**src/rtl/pdec_pkg.sv**
```systemverilog
package pdec_pkg;

  // Markers that travel with every output pixel.
  typedef struct packed {
    logic valid;
    logic line_start;
    logic frame_start;
  } pdec_mark_t;

  // A line survives when its index since vertical sync is even.
  function automatic logic line_is_kept(input logic idx_lsb);
    return ~idx_lsb;
  endfunction

  // Rising edge of data enable marks the first cycle of a line.
  function automatic logic burst_begins(input logic de_now, input logic de_prev);
    return de_now & ~de_prev;
  endfunction

  // Falling edge of data enable marks the end of a line.
  function automatic logic burst_ends(input logic de_now, input logic de_prev);
    return ~de_now & de_prev;
  endfunction

endpackage

```
**src/rtl/pdec_line_track.sv**
```systemverilog
module pdec_line_track
  import pdec_pkg::*;
#(
  parameter int LINE_W = 11
) (
  input  logic clk,
  input  logic rst_n,
  input  logic vsync_i,
  input  logic de_i,
  output logic keep_line,
  output logic kept_de,
  output logic line_first,
  output logic frame_first
);

  logic              de_q;
  logic [LINE_W-1:0] line_idx;
  logic              frame_pend;
  logic              begin_ev;
  logic              end_ev;

  assign begin_ev    = burst_begins(de_i, de_q);
  assign end_ev      = burst_ends(de_i, de_q);
  assign keep_line   = line_is_kept(line_idx[0]);
  assign kept_de     = de_i & keep_line & ~vsync_i;
  assign line_first  = kept_de & begin_ev;
  assign frame_first = line_first & frame_pend;

  always_ff @(posedge clk or negedge rst_n) begin
    if (!rst_n) begin
      de_q       <= 1'b0;
      line_idx   <= '0;
      frame_pend <= 1'b0;
    end else begin
      de_q <= de_i;
      if (vsync_i) begin
        line_idx   <= '0;
        frame_pend <= 1'b1;
      end else begin
        if (end_ev)  line_idx   <= line_idx + 1'b1;
        if (kept_de) frame_pend <= 1'b0;
      end
    end
  end

endmodule

```
**src/rtl/pdec_pix_sel.sv**
```systemverilog
module pdec_pix_sel #(
  parameter int PIX_W      = 24,
  parameter bit KEEP_FIRST = 1'b1
) (
  input  logic [PIX_W-1:0] pix_even_i,
  input  logic [PIX_W-1:0] pix_odd_i,
  output logic [PIX_W-1:0] pix_sel_o
);

  generate
    if (KEEP_FIRST) begin : g_first
      assign pix_sel_o = pix_even_i;
      logic unused_odd;
      assign unused_odd = ^pix_odd_i;
    end else begin : g_second
      assign pix_sel_o = pix_odd_i;
      logic unused_even;
      assign unused_even = ^pix_even_i;
    end
  endgenerate

endmodule

```
**src/rtl/pdec_out_stage.sv**
```systemverilog
module pdec_out_stage
  import pdec_pkg::*;
#(
  parameter int PIX_W = 24
) (
  input  logic             clk,
  input  logic             rst_n,
  input  logic             kept_de,
  input  logic             line_first,
  input  logic             frame_first,
  input  logic [PIX_W-1:0] pix_sel,
  output logic [PIX_W-1:0] pix_o,
  output pdec_mark_t       mark_o
);

  always_ff @(posedge clk or negedge rst_n) begin
    if (!rst_n) begin
      pix_o  <= '0;
      mark_o <= '0;
    end else begin
      mark_o.valid       <= kept_de;
      mark_o.line_start  <= line_first;
      mark_o.frame_start <= frame_first;
      if (kept_de) pix_o <= pix_sel;
    end
  end

endmodule

```
**src/rtl/pair_decimator.sv**
```systemverilog
module pair_decimator
  import pdec_pkg::*;
#(
  parameter int PIX_W      = 24,
  parameter int LINE_W     = 11,
  parameter bit KEEP_FIRST = 1'b1
) (
  input  logic             clk,
  input  logic             rst_n,
  input  logic             vsync_i,
  input  logic             de_i,
  input  logic [PIX_W-1:0] pix_even_i,
  input  logic [PIX_W-1:0] pix_odd_i,
  output logic [PIX_W-1:0] pix_o,
  output logic             valid_o,
  output logic             line_start_o,
  output logic             frame_start_o
);

  logic             keep_line;
  logic             kept_de;
  logic             line_first;
  logic             frame_first;
  logic [PIX_W-1:0] pix_sel;
  pdec_mark_t       mark;

  pdec_line_track #(.LINE_W(LINE_W)) u_track (
    .clk         (clk),
    .rst_n       (rst_n),
    .vsync_i     (vsync_i),
    .de_i        (de_i),
    .keep_line   (keep_line),
    .kept_de     (kept_de),
    .line_first  (line_first),
    .frame_first (frame_first)
  );

  pdec_pix_sel #(.PIX_W(PIX_W), .KEEP_FIRST(KEEP_FIRST)) u_sel (
    .pix_even_i (pix_even_i),
    .pix_odd_i  (pix_odd_i),
    .pix_sel_o  (pix_sel)
  );

  pdec_out_stage #(.PIX_W(PIX_W)) u_out (
    .clk         (clk),
    .rst_n       (rst_n),
    .kept_de     (kept_de),
    .line_first  (line_first),
    .frame_first (frame_first),
    .pix_sel     (pix_sel),
    .pix_o       (pix_o),
    .mark_o      (mark)
  );

  assign valid_o       = mark.valid;
  assign line_start_o  = mark.line_start;
  assign frame_start_o = mark.frame_start;

endmodule

```
**config.mk**
```make
export PLATFORM = sky130hd
export DESIGN_NAME = pair_decimator
export DESIGN_NICKNAME = d
export VERILOG_FILES = /design/src/rtl/pdec_pkg.sv /design/src/rtl/pdec_line_track.sv /design/src/rtl/pdec_pix_sel.sv /design/src/rtl/pdec_out_stage.sv /design/src/rtl/pair_decimator.sv
export SDC_FILE = /design/constraint.sdc
export NUM_CORES = 1
export LEC_CHECK = 0
export ABC_CLOCK_PERIOD_IN_PS = 1800
export BUFFER_PORTS_ARGS = -buffer_cell sky130_fd_sc_hd__buf_2
export CAP_MARGIN = 20
export CORE_AREA = 10 10 67 69
export CTS_BUF_LIST = sky130_fd_sc_hd__clkbuf_4 sky130_fd_sc_hd__clkbuf_8
export DETAILED_ROUTE_END_ITERATION = 8
export DIE_AREA = 0 0 77 79
export HOLD_SLACK_MARGIN = 0.06
export PLACE_DENSITY = 0.82
export SLEW_MARGIN = 40
export SYNTH_ARGS = -nofsm -noshare
export SYNTH_HDL_FRONTEND = slang
export SYNTH_HIERARCHICAL = 1
export SYNTH_SLANG_ARGS = --single-unit
```
**constraint.sdc**
```tcl
create_clock -name clk -period 1.8 [get_ports clk]
set_clock_uncertainty 0.2 [all_clocks]
set_input_delay 0.09 -clock clk [delete_from_list [all_inputs] [get_ports clk]]
set_output_delay 0.09 -clock clk [all_outputs]
set_load 0.02 [all_outputs]
```
==> summary.txt <==
WL per Instance: 16.0 µm
Core ar.: 3230 µm²
# DRC: 0
Die Span Y: 79 µm
chip width: 77 µm
Setup TNS: 0 ns
CTS tree: built
syn nets: 142
design area: 1880 µm²
wire length of the first global-routing pass: 5.33 mm
final setup margin: 0.200 ns
Crit. End Element: register
pwr/cell area: 1020 nW/µm²
Rows: 21
Final nets: 205
placed cell areas: 1530 µm²
Clock Sinks: 30
initial antenna violation count: 0
Period Utilization, post-route: 88.9%
CP Data Required Time: 1.81 ns
fmax: 625 MHz
clk_lat worst skew: 0.32 ns
GPL Wtd Cong: 0.651
Port Buf Inserts: 54
combinational share of power: 28.2%
fin cells: 199
vias in the first global route: 1044
Sw Share: 28.2%
Sequential Power Share: 43.8%
area taken by flip-flops and latches: 751 µm²
Setup Viol. Count Final: 0
DRT iter0 DRCs: 22
net switching power figure: 543 µW
total internal power: 1.38 mW
Vias/cell: 4.31
Die Area: 6080 µm²
worst-path fanout max: 20
WS Path Type: register to register
Antenna Diode Count: 0
clock share of power: 28.0%
Slew headroom: 56.4%
hold slack: 0.149 ns
Setup crit start kind: register
Least-Margin Pin Slew: 0.653 ns
Final Max Tran Viols: 0
CP arrival: 1.61 ns
via count: 858
Detail Route Antenna Nets: 0
Worst VDD drop: 0.468 mV
MaxCap Viol Count: 0
gate count of the mapped netlist: 90
GRT Total Usage: 11.2%
worst min path class: input pin to asynchronous set/reset pin
total CTS buffers: 5
Pleak: 0.939 nW
multi-input logic area: 422 µm²
Total Wirelength: 3.19 mm
Initial Util: 43.2%
fillers: 277
CTS clk-pin slew, worst paths: 0.09 ns
status: completed
htree depth: 2
clock root cell: clkbuf_4
clock period minus worst slack: 1.60 ns
pre-CTS setup slack: 0.192 ns
pin count of the biggest net entering global routing: 31
I/O pin count: 79
Pre-antenna DRT Iters: 3
DP Wirelength: 2.17 mm
Synth Area per Inst: 15.5 µm²
total gr overflow: 0
final hold vios: 0
synthesized cell area: 1400 µm²
YS warnings: 6
dpl cells: 165
unrepaired setup endpoints after global routing: false
layout cells sized above 1: 59.5%
worst-case clock buffer depth: 2
Area Growth Syn to Fin: 34.6%
==> sequential cells by signal, summed over array words and instances, names as in the netlist <==
signal              cells
u_out/mark_o            3
u_track/de_q            1
u_out/pix_o            24
u_track/frame_pend      1
u_track/line_idx        1
==> cells in the final DEF, fill, tap and decap left out <==
master / count
a21o_2: 1
buf_4: 1
and2_1: 1
buf_12: 1
clkbuf_8: 1
mux2_2: 5
nor2_4: 1
bufinv_16: 1
nor2_1: 1
clkbuf_4: 5
nor4b_2: 1
nor2b_1: 1
and2b_1: 1
mux2_4: 20
dfrtp_1: 30
buf_2: 54
nand2b_1: 1
dlygate4sd3_1: 27
==> path summary, 6_finish.rpt <==
| check | startpoint | to | slack [ns] | cells past startpoint |
|---|---|---|---|---|
| setup / recovery | u_track/line_idx[0] | u_out/pix_o[0] | 0.20 | 4 |
| hold / removal | rst_n | u_out/pix_o[22] | 0.15 | 2 |
| setup reg to reg | u_track/line_idx[0] | u_out/pix_o[0] | 0.20 | 4 |
| hold reg to reg | u_track/de_q | u_out/mark_o[1] | 0.27 | 1 |
| max in group asynchronous | rst_n | u_out/pix_o[3] | 0.82 | 2 |
| min in group clk | de_i | u_track/de_q | 0.27 | 2 |
==> cell type report <==
type	instances	share of cell area (%)
flip-flops and latches	30	39.9
repair buffers	83	30.2
multi-input cells	33	22.4
well taps	46	3.06
clock buffers	6	2.73
clock inverters	1	1.60
==> worst max-delay path: stages, from the launching register on <==
cell and delay [ns]:
dfrtp_1 0.42, nand2b_1 0.20, nor2_4 0.13, buf_12 0.19, mux2_2 0.35
==> power by group through the flow <==
stage               clock network, mW  registers [mW]  logic [mW]
CTS                             0.562           0.844       0.550
detailed placement                  0           0.855       0.504
global placement                    0           0.845       0.492
floorplan                           0           0.984       0.223
global route                    0.598           0.860       0.581
finish                          0.540           0.843       0.543
==> metrics by stage <==
stage          power, mW  util [%]
3_5_place_dp        1.36      47.3
4_1_cts             1.96      58.1
6_report            1.93      58.1
5_1_grt             2.04      58.1
2_1_floorplan       1.21         -
3_3_place_gp        1.34      47.3
==> per-layer routing <==
metal / routed length [µm] / part of all wire, % / vias up / track usage (%)
li1: - / - / 400 / -
met1: 1160 / 36 / 418 / 11.0
met2: 1740 / 55 / 34 / 19.8
met3: 223 / 7.0 / 6 / 4.84
met4: 65 / 2.0 / 0 / 5.66
met5: 0 / 0 / - / 0
==> repair_timing <==
action	4_1_cts	5_1_grt
buffers inserted	0	0
hold buffers	27	0
resized for setup	0	0
endpoints found under the hold margin	60	0
Note: power is estimated with default switching activity, not from simulation.
